**src/rtl/vc_pkg.sv**
```systemverilog
package vc_pkg;
  typedef enum logic [1:0] {
    VC_NOP  = 2'd0,
    VC_FILL = 2'd1,
    VC_SWAP = 2'd2,
    VC_TAKE = 2'd3
  } vc_op_e;
endpackage

```
**src/rtl/vc_match.sv**
```systemverilog
module vc_match #(
  parameter int N      = 4,
  parameter int ADDR_W = 16,
  localparam int IDX_W = $clog2(N)
) (
  input  logic [N-1:0]             valid_i,
  input  logic [N-1:0][ADDR_W-1:0] addr_i,
  input  logic [ADDR_W-1:0]        key_i,
  output logic [N-1:0]             match_o,
  output logic                     hit_o,
  output logic [IDX_W-1:0]         idx_o
);
  for (genvar g = 0; g < N; g++) begin : g_cmp
    assign match_o[g] = valid_i[g] && (addr_i[g] == key_i);
  end

  assign hit_o = |match_o;

  always_comb begin
    idx_o = '0;
    for (int i = 0; i < N; i++)
      if (match_o[i]) idx_o = IDX_W'(i);
  end
endmodule

```
**src/rtl/vc_lru.sv**
```systemverilog
module vc_lru #(
  parameter int N      = 4,
  localparam int IDX_W = $clog2(N)
) (
  input  logic             clk_i,
  input  logic             rst_ni,
  input  logic             upd_i,
  input  logic             demote_i,
  input  logic [IDX_W-1:0] idx_i,
  output logic [IDX_W-1:0] lru_idx_o
);
  localparam logic [IDX_W-1:0] OLDEST = IDX_W'(N - 1);

  logic [IDX_W-1:0] rank_q [N];
  logic [IDX_W-1:0] ref_rank;

  assign ref_rank = rank_q[idx_i];

  // ranks stay a permutation; empty slots always hold the oldest ranks
  always_ff @(posedge clk_i or negedge rst_ni) begin
    if (!rst_ni) begin
      for (int i = 0; i < N; i++) rank_q[i] <= IDX_W'(i);
    end else if (upd_i) begin
      for (int i = 0; i < N; i++) begin
        if (IDX_W'(i) == idx_i)
          rank_q[i] <= demote_i ? OLDEST : '0;
        else if (demote_i && rank_q[i] > ref_rank)
          rank_q[i] <= rank_q[i] - 1'b1;
        else if (!demote_i && rank_q[i] < ref_rank)
          rank_q[i] <= rank_q[i] + 1'b1;
      end
    end
  end

  always_comb begin
    lru_idx_o = '0;
    for (int i = 0; i < N; i++)
      if (rank_q[i] == OLDEST) lru_idx_o = IDX_W'(i);
  end
endmodule

```
**src/rtl/vc_store.sv**
```systemverilog
module vc_store #(
  parameter int N      = 4,
  parameter int ADDR_W = 16,
  parameter int DATA_W = 32,
  localparam int IDX_W = $clog2(N)
) (
  input  logic                     clk_i,
  input  logic                     rst_ni,
  input  logic                     we_i,
  input  logic [IDX_W-1:0]         widx_i,
  input  logic                     wvalid_i,
  input  logic                     wdirty_i,
  input  logic [ADDR_W-1:0]        waddr_i,
  input  logic [DATA_W-1:0]        wdata_i,
  output logic [N-1:0]             valid_o,
  output logic [N-1:0]             dirty_o,
  output logic [N-1:0][ADDR_W-1:0] addr_o,
  output logic [N-1:0][DATA_W-1:0] data_o
);
  for (genvar g = 0; g < N; g++) begin : g_slot
    logic sel;
    assign sel = we_i && (widx_i == IDX_W'(g));

    always_ff @(posedge clk_i or negedge rst_ni) begin
      if (!rst_ni) begin
        valid_o[g] <= 1'b0;
        dirty_o[g] <= 1'b0;
        addr_o[g]  <= '0;
        data_o[g]  <= '0;
      end else if (sel) begin
        valid_o[g] <= wvalid_i;
        dirty_o[g] <= wvalid_i && wdirty_i;
        addr_o[g]  <= waddr_i;
        data_o[g]  <= wdata_i;
      end
    end
  end
endmodule

```
**src/rtl/vc_swap_buf.sv**
```systemverilog
module vc_swap_buf
  import vc_pkg::*;
#(
  parameter int ENTRIES = 4,
  parameter int ADDR_W  = 16,
  parameter int DATA_W  = 32
) (
  input  logic              clk_i,
  input  logic              rst_ni,
  input  logic              req_i,
  input  logic [ADDR_W-1:0] lk_addr_i,
  input  logic              ins_valid_i,
  input  logic [ADDR_W-1:0] ins_addr_i,
  input  logic [DATA_W-1:0] ins_data_i,
  input  logic              ins_dirty_i,
  output logic              hit_o,
  output logic [DATA_W-1:0] hit_data_o,
  output logic              hit_dirty_o,
  output logic              evict_valid_o,
  output logic [ADDR_W-1:0] evict_addr_o,
  output logic [DATA_W-1:0] evict_data_o
);
  localparam int IDX_W = $clog2(ENTRIES);

  logic [ENTRIES-1:0]             slot_valid, slot_dirty, match_vec;
  logic [ENTRIES-1:0][ADDR_W-1:0] slot_addr;
  logic [ENTRIES-1:0][DATA_W-1:0] slot_data;
  logic                           any_match;
  logic [IDX_W-1:0]               hit_idx, lru_idx, tgt_idx;
  vc_op_e                         op;

  vc_match #(.N(ENTRIES), .ADDR_W(ADDR_W)) u_match (
    .valid_i (slot_valid),
    .addr_i  (slot_addr),
    .key_i   (lk_addr_i),
    .match_o (match_vec),
    .hit_o   (any_match),
    .idx_o   (hit_idx)
  );

  always_comb begin
    op = VC_NOP;
    if (req_i) begin
      if (any_match) op = ins_valid_i ? VC_SWAP : VC_TAKE;
      else if (ins_valid_i) op = VC_FILL;
    end
  end

  assign tgt_idx = (op == VC_FILL) ? lru_idx : hit_idx;

  vc_lru #(.N(ENTRIES)) u_lru (
    .clk_i     (clk_i),
    .rst_ni    (rst_ni),
    .upd_i     (op != VC_NOP),
    .demote_i  (op == VC_TAKE),
    .idx_i     (tgt_idx),
    .lru_idx_o (lru_idx)
  );

  vc_store #(.N(ENTRIES), .ADDR_W(ADDR_W), .DATA_W(DATA_W)) u_store (
    .clk_i    (clk_i),
    .rst_ni   (rst_ni),
    .we_i     (op != VC_NOP),
    .widx_i   (tgt_idx),
    .wvalid_i (ins_valid_i),
    .wdirty_i (ins_dirty_i),
    .waddr_i  (ins_addr_i),
    .wdata_i  (ins_data_i),
    .valid_o  (slot_valid),
    .dirty_o  (slot_dirty),
    .addr_o   (slot_addr),
    .data_o   (slot_data)
  );

  assign hit_o       = req_i && any_match;
  assign hit_data_o  = slot_data[hit_idx];
  assign hit_dirty_o = slot_dirty[hit_idx];

  assign evict_valid_o = (op == VC_FILL) && slot_valid[lru_idx] && slot_dirty[lru_idx];
  assign evict_addr_o  = slot_addr[lru_idx];
  assign evict_data_o  = slot_data[lru_idx];
endmodule

```
**config.mk**
```make
export PLATFORM = sky130hd
export DESIGN_NAME = vc_swap_buf
export DESIGN_NICKNAME = d
export VERILOG_FILES = /design/src/rtl/vc_pkg.sv /design/src/rtl/vc_match.sv /design/src/rtl/vc_lru.sv /design/src/rtl/vc_store.sv /design/src/rtl/vc_swap_buf.sv
export SDC_FILE = /design/constraint.sdc
export NUM_CORES = 1
export LEC_CHECK = 0
export BUFFER_PORTS_ARGS = -buffer_cell sky130_fd_sc_hd__buf_2
export CORE_MARGIN = 5
export CORE_UTILIZATION = 45
export CTS_CLUSTER_DIAMETER = 40
export DETAILED_ROUTE_END_ITERATION = 10
export HOLD_SLACK_MARGIN = 0.15
export SETUP_SLACK_MARGIN = 0.02
export SLEW_MARGIN = 20
export SYNTH_ARGS = -nofsm -noshare
export SYNTH_HDL_FRONTEND = slang
export SYNTH_SLANG_ARGS = --single-unit
```
**constraint.sdc**
```tcl
create_clock -name clk_i -period 7.2 [get_ports clk_i]
set_input_delay 1.08 -clock clk_i [delete_from_list [all_inputs] [get_ports clk_i]]
set_output_delay 1.08 -clock clk_i [all_outputs]
set_load 0.01 [all_outputs]
```
# [After elaboration in Yosys (flattened, before gate mapping)]
# Cells that the tools add are included.
[op_classes] n_bitwise=1 n_addsub=8 n_mux=39 eq_ne=15 magnitude_cmp=11 n_reduce_logical=32
[op_table] operator="32-bit binary-select mux with 2-bit select" count=2
[op_table] operator="16-bit == test" count=4
[op_table] operator="32-bit 2-to-1 mux" count=2
[op_table] operator="2-bit 2-to-1 mux" count=22
[op_table] operator="16-bit binary-select mux with 2-bit select" count=1
[op_table] operator="1-bit logical AND" count=20
[op_table] operator="16-bit 2-to-1 mux" count=1
[op_table] operator="2-bit == test (second input constant)" count=6
[op_table] operator="3-bit nonzero test" count=4
[op_table] operator="2-bit by 1-bit adder with 2-bit output (second input constant)" count=4
[op_table] operator="2-bit > comparator" count=4
[op_table] operator="2-bit less-than comparator" count=4
[op_table] operator="2-bit AND reduction" count=4
[op_table] operator="2-bit by 1-bit subtractor with 2-bit output (second input constant)" count=4
[op_table] operator="1-bit 2-to-1 mux" count=7
[op_table] operator="1-bit binary-select mux with 2-bit select" count=3
[op_table] operator="2-bit by 3-bit less-than comparator with 1-bit output (second input constant)" count=2
[op_table] operator="2-bit binary-select mux with 2-bit select" count=1
[op_table] operator="2-bit by 1-bit == test with 1-bit output (second input constant)" count=2
[op_table] operator="2-bit == test (first input constant)" count=2
[op_table] operator="4-bit OR reduction" count=1
[op_table] operator="3-bit greater-or-equal comparator (second input constant)" count=1
[op_table] operator="2-bit NOT with 3-bit output" count=1
[op_table] operator="1-bit by 2-bit == test with 1-bit output (first input constant)" count=1
[op_table] operator="other kinds (3)" count=3
[word_totals] regBits=208

# [Logic depth before layout (Yosys ltp)]
[logic_depth] depth_word=16 depth_mapped=18

# [By module]
# From an unflattened synthesis, not the netlist that was laid out.
[unflattened] hier_cells=728 hier_area_um2=11212.0
[modules_own_cells] module="vc_store" n_inst=1 cells_per_inst=425 seq_area_each_um2=5004.8 area_each_um2=7408.4
[modules_own_cells] module="vc_swap_buf" n_inst=1 cells_per_inst=112 seq_area_each_um2=0.0 area_each_um2=2139.6
[modules_own_cells] module="vc_lru" n_inst=1 cells_per_inst=93 seq_area_each_um2=205.2 area_each_um2=852.1
[modules_own_cells] module="vc_match" n_inst=1 cells_per_inst=98 seq_area_each_um2=0.0 area_each_um2=812.0

# [Least setup slack after synthesis]
# OpenSTA, ideal clock, no wires.
[synth_path] kind="input to register" startpoint="in lk_addr_i[0]" endpoint="reg u_lru.rank_q[3] in the netlist's numbering" setup_slack_ps=2004 arrival_time_ps=5117 path_buffers=1 path_stages=17 cell_sequence="buf_4 -> xor2_2 -> or4_4 -> or4_4 -> o21a_4 -> or2_4 -> a21oi_4 -> a211oi_1 -> a31oi_1 -> ha_1 -> nor2_1 -> nor2_1 -> a2111o_1 -> o211a_2 -> a31o_1 -> o21a_1 -> o211a_1"
[synth_between] elab_chain_cells=15 word_cells_on_any_way=33 classes_between="2 x order compare; 7 x eq/ne; 12 x mux; 1 x bitwise; 11 x reduce/logical"
[synth_rtl] item="start, declared" line_no="vc_swap_buf.sv:11" source="input logic [ADDR_W-1:0] lk_addr_i,"
[synth_rtl] item="16-bit == test" line_no="vc_match.sv:14" source="assign match_o[g] = valid_i[g] && (addr_i[g] == key_i);"
[synth_rtl] item="1-bit logical AND" line_no="vc_match.sv:14"
[synth_rtl] item="4-bit OR reduction" line_no="vc_match.sv:17" source="assign hit_o = |match_o;"
[synth_rtl] item="2-bit 2-to-1 mux" line_no="vc_swap_buf.sv:44" source="if (any_match) op = ins_valid_i ? VC_SWAP : VC_TAKE;"
[synth_rtl] item="2-bit 2-to-1 mux" line_no="vc_swap_buf.sv:43" source="if (req_i) begin"
[synth_rtl] item="2-bit by 1-bit == test with 1-bit output" line_no="vc_swap_buf.sv:49" source="assign tgt_idx = (op == VC_FILL) ? lru_idx : hit_idx;"
[synth_rtl] item="2-bit 2-to-1 mux" line_no="vc_swap_buf.sv:49"
[synth_rtl] item="2-bit NOT with 3-bit output (implied by the code)" line_no="vc_lru.sv:17" source="assign ref_rank = rank_q[idx_i];"
[synth_rtl] item="2-bit binary-select mux with 2-bit select" line_no="vc_lru.sv:17"
[synth_rtl] item="2-bit 2-to-1 mux (implied by the code) (2 in series)" line_no="vc_lru.sv:17"
[synth_rtl] item="2-bit less-than comparator or 2-bit > comparator (tied branches)" line_no="vc_lru.sv:29, vc_lru.sv:27"
[synth_rtl] item="1-bit logical AND, on equally long branches" line_no="vc_lru.sv:29, vc_lru.sv:27"
[synth_rtl] item="3-bit nonzero test (no source line) or 2-bit 2-to-1 mux (tied branches)"
[synth_rtl] item="2-bit AND reduction (no source line) or 2-bit 2-to-1 mux (tied branches)"
[synth_rtl] item="end signal, assigned by index" line_no="vc_lru.sv:26" source="rank_q[i] <= demote_i ? OLDEST : '0;"
[synth_rtl] item="end signal, assigned by index" line_no="vc_lru.sv:28" source="rank_q[i] <= rank_q[i] - 1'b1;"
[synth_rtl] item="end signal, assigned by index" line_no="vc_lru.sv:30" source="rank_q[i] <= rank_q[i] + 1'b1;"
[synth_rtl] item="end, declared" line_no="vc_lru.sv:14" source="logic [IDX_W-1:0] rank_q [N];"
# Several ways; a longest one is shown, not always the timed one. The select of a mux whose other input is x is not followed.
# A chain may end at the register's enable or synchronous reset.

# [Final worst setup path]
[layout_path] startpoint="in lk_addr_i[12]" endpoint="reg u_lru.rank_q[3] in the netlist's numbering"
# The elaborated chain is that of the path after synthesis.

==> insert_results.sql <==
INSERT INTO impl_metrics (metric_group, metric, value, unit) VALUES
('status', 'run_status', 'finished, final reports clean', ''),
('grt', 'grtUsageTotal', '23.71', '%'),
('clock_tree', 'postCtsResizedCells', '0', ''),
('finish', 'layout.filler_cells', '2449', ''),
('routing', 'first_iter_violations', '865', ''),
('run', 'cap_violations', '0', ''),
('floorplanning', 'core_area', '26880', 'µm²'),
('routing', 'drt_pre_antenna_iters', '5', ''),
('yosys', 'synthArstFlopShare', '100.0', '%'),
('routing', 'detail_route.vias_per_cell', '5.982', ''),
('sta', 'final_max_slew_viol_count', '0', ''),
('pwr', 'irDropWorstVdd', '0.2264', 'mV'),
('grt', 'antenna_found_initial', '2', ''),
('sta', 'max_clock_freq', '0.1934', 'GHz'),
('sta', 'timing.final.crit_share', '71.82', '%'),
('critical_path', 'setup.worst_path.end_class', 'flop', ''),
('pwr', 'power_density', '366.9', 'nW/µm²'),
('clock_tree', 'ctsLongestPathBuffers', '3', ''),
('grt', 'grt_overflow_total', '0', ''),
('grt', 'first_global_vias', '10436', ''),
('yosys', 'mappedNetlistArea', '12270', 'µm²'),
('critical_path', 'cp_required', '7.65', 'ns'),
('yosys', 'synth_seq_area_share', '42.48', '%'),
('min_path', 'timing.hold.worst.class', 'flop to flop', ''),
('placement', 'portbufs', '151', ''),
('grt', 'grt_max_degree', '102', ''),
('routing', 'ant_nets', '0', ''),
('clock_tree', 'clock_latency', '0.53', 'ns'),
('routing', 'routed_wire_length_per_instance', '21.04', 'µm'),
('critical_path', 'r2r_start', 'u_store.addr_o[12]$_DFFE_PN0P_', ''),
('clock_tree', 'numCtsBuffers', '38', ''),
('critical_path', 'reg2regPathDepth', '16', ''),
('min_path', 'timing.hold.worst_endpoint', 'u_store.data_o[79]$_DFFE_PN0P_', ''),
('sta', 'setup_total_negative_slack', '0', 'ns'),
('clock_tree', 'clkSlewWorstSetupHoldPaths', '0.04', 'ns'),
('sta', 'period_minus_slack', '5.171', 'ns'),
('yosys', 'synth.yosys.warnings', '0', ''),
('yosys', 'synth-seq-cells', '208', ''),
('finish', 'synthToLayoutAreaGrowth', '18.08', '%'),
('finish', 'post-route-cell-area', '14480', 'µm²'),
('critical_path', 'timing.rr.end', 'u_lru.rank_q[3]$_DFFE_PN1P_', ''),
('finish', 'finalNetCount', '1457', ''),
('clock_tree', 'ctsHoldBuffers', '0', ''),
('clock_tree', 'cts_tree', 'yes', ''),
('routing', 'dr_total_vias', '10499', ''),
('clock_tree', 'cts-htree-levels', '2', ''),
('yosys', 'syn_nets', '1352', ''),
('floorplanning', 'initial_utilization', '45.64', '%'),
('placement', 'detailedPlacementHpwl', '23920', 'µm'),
('sta', 'clock_skew', '0.03471', 'ns'),
('critical_path', 'startpoint_type', 'input pin', ''),
('yosys', 'yosysUniqueCellTypes', '76', ''),
('floorplanning', 'die_area', '30660', 'µm²'),
('critical_path', 'critical_path_peak_fanout', '8', ''),
('grt', 'grt_first_pass_wirelength', '59120', 'µm'),
('routing', 'totalWireLength', '36930', 'µm'),
('critical_path', 'worst-endpoint-arrival', '5.62', 'ns'),
('floorplanning', 'num_rows', '60', ''),
('yosys', 'yosys_most_used_dff', 'sky130_fd_sc_hd__dfrtp_1', ''),
('critical_path', 'reg2reg_slack', '2.27', 'ns'),
('clock_tree', 'cts_sinks', '208', ''),
('placement', 'detailedPlace.worstSlack', '1.582', 'ns'),
('floorplanning', 'top_level_ports', '152', ''),
('clock_tree', 'number_of_buffers_added_for_setup_after_cts', '0', ''),
('sta', 'final-hold-violation-count', '0', ''),
('critical_path', 'critPathKind', 'input pin to flop', ''),
('placement', 'gp_routability_congestion', '0.9601', ''),
('pwr', 'cellLeakagePower', '6.622', 'nW'),
('routing', 'drc', '0', ''),
('sta', 'final-setup-viol-count', '0', ''),
('finish', 'most_common_cell_after_layout_fill_and_taps_aside', 'sky130_fd_sc_hd__dfrtp_1', '');
how the worst max path moves through the flow:
| stage | cells after the start | from | slack (ns) | endpoint |
|---|---|---|---|---|
| after detailed placement | 17 | lk_addr_i[12] | 1.58 | u_lru.rank_q[3]$_DFFE_PN1P_ |
| after global placement | 17 | lk_addr_i[12] | 1.64 | u_lru.rank_q[3]$_DFFE_PN1P_ |
| after CTS | 17 | lk_addr_i[12] | 2.11 | u_lru.rank_q[3]$_DFFE_PN1P_ |
| final | 17 | lk_addr_i[12] | 2.03 | u_lru.rank_q[3]$_DFFE_PN1P_ |
| after global routing | 17 | lk_addr_i[15] | 1.78 | u_lru.rank_q[3]$_DFFE_PN1P_ |
| after floorplan | 17 | lk_addr_i[0] | 2.00 | u_lru.rank_q[3]$_DFFE_PN1P_ |
stage by stage:
stage | cells | utilization (%) | hold slack, ns
2_1_floorplan | 1279 | - | 0.4983
3_3_place_gp | 1685 | 49.17 | 0.5067
3_5_place_dp | 1685 | 49.17 | 0.5149
4_1_cts | 1754 | 53.88 | 0.5251
5_1_grt | 1755 | 53.89 | 0.5374
6_report | 1755 | 53.89 | 0.5260
sequential cells by signal, indices dropped and copies added (netlist names):
register / cells
u_store.data_o: 128
u_lru.rank_q: 8
u_store.dirty_o: 4
u_store.addr_o: 64
u_store.valid_o: 4
cell usage after synthesis (4+ instances only):
library cell	n	area [µm²]
sky130_fd_sc_hd__nand2_1	101	379.1
sky130_fd_sc_hd__a31oi_1	10	62.56
sky130_fd_sc_hd__o21a_1	6	45.04
sky130_fd_sc_hd__a21o_1	16	120.1
sky130_fd_sc_hd__xnor2_1	53	464.2
sky130_fd_sc_hd__buf_1	11	41.29
sky130_fd_sc_hd__nand4_1	20	125.1
sky130_fd_sc_hd__nor2_1	114	427.9
sky130_fd_sc_hd__clkbuf_1	73	274.0
sky130_fd_sc_hd__a21oi_1	78	390.4
sky130_fd_sc_hd__inv_1	16	60.06
sky130_fd_sc_hd__mux2_2	192	2162
sky130_fd_sc_hd__o22ai_1	34	212.7
sky130_fd_sc_hd__dfrtp_1	204	5105
sky130_fd_sc_hd__a311oi_1	19	166.4
sky130_fd_sc_hd__mux2i_1	4	40.04
sky130_fd_sc_hd__o211ai_1	7	52.55
sky130_fd_sc_hd__ha_1	4	50.05
sky130_fd_sc_hd__nor3_1	11	55.05
sky130_fd_sc_hd__xor2_1	9	78.83
sky130_fd_sc_hd__buf_2	19	95.09
sky130_fd_sc_hd__o21ai_0	78	390.4
sky130_fd_sc_hd__dfstp_2	4	105.1
sky130_fd_sc_hd__o21ai_1	4	20.02
sky130_fd_sc_hd__and2_1	6	37.54
sky130_fd_sc_hd__nor4_1	9	56.30
sky130_fd_sc_hd__nand3_1	98	490.5
metal layers:
metal  vias up  track usage (%)  routed length (µm)
li1       4860                -                   -
met5         -                0                   7
met4         2            7.660                 913
met1      5161            33.52               16890
met2       395            37.03               16690
met3        81            4.370                2425
where the power goes:
| part | switching, mW | internal [mW] | leakage (nW) |
|---|---|---|---|
| Sequential | 0.269 | 1.41 | 2.68 |
| Clock | 0.617 | 1.13 | 0.606 |
| Combinational | 1.04 | 0.847 | 3.34 |
worst max-delay path: stages:
cell	delay, ns
sky130_fd_sc_hd__buf_2	0.14
sky130_fd_sc_hd__xor2_2	0.16
sky130_fd_sc_hd__or4_4	0.56
sky130_fd_sc_hd__or4_4	0.47
sky130_fd_sc_hd__o21a_4	0.26
sky130_fd_sc_hd__or2_4	0.26
sky130_fd_sc_hd__a21oi_4	0.28
sky130_fd_sc_hd__a211oi_1	0.07
sky130_fd_sc_hd__a31oi_1	0.47
sky130_fd_sc_hd__ha_1	0.32
sky130_fd_sc_hd__nor2_1	0.20
sky130_fd_sc_hd__nor2_1	0.07
sky130_fd_sc_hd__a2111o_1	0.43
sky130_fd_sc_hd__o211a_2	0.17
sky130_fd_sc_hd__a31o_1	0.26
sky130_fd_sc_hd__o21a_1	0.19
sky130_fd_sc_hd__o211a_1	0.22
kinds of logic (layout without fill, tap and decap cells):
logic type	after synthesis	count (layout)	share of synthesized area (%)
AOI/OAI and AO/OA	291	291	15.08
muxes	197	197	18.08
xor gates and xnor gates	64	64	4.693
DFF	208	208	42.48
other	0	1	0
adders and majority gates	9	9	0.8365
buffers and inverters	122	256	4.080
and+or+nand+nor	388	388	14.76
layout make-up:
cell class / count / area (µm²) / share of cell area, %
multi-input cells: 949 / 6603 / 45.59
flip-flops and latches: 208 / 5211 / 35.98
clock buffers: 54 / 1051 / 7.257
repair buffers: 171 / 914.6 / 6.315
well taps: 341 / 426.7 / 2.946
clock inverters: 15 / 214.0 / 1.477
inverters: 16 / 60.06 / 0.4147
diodes: 1 / 2.502 / 0.01728
No activity file was read; power rests on OpenSTA's default activity.
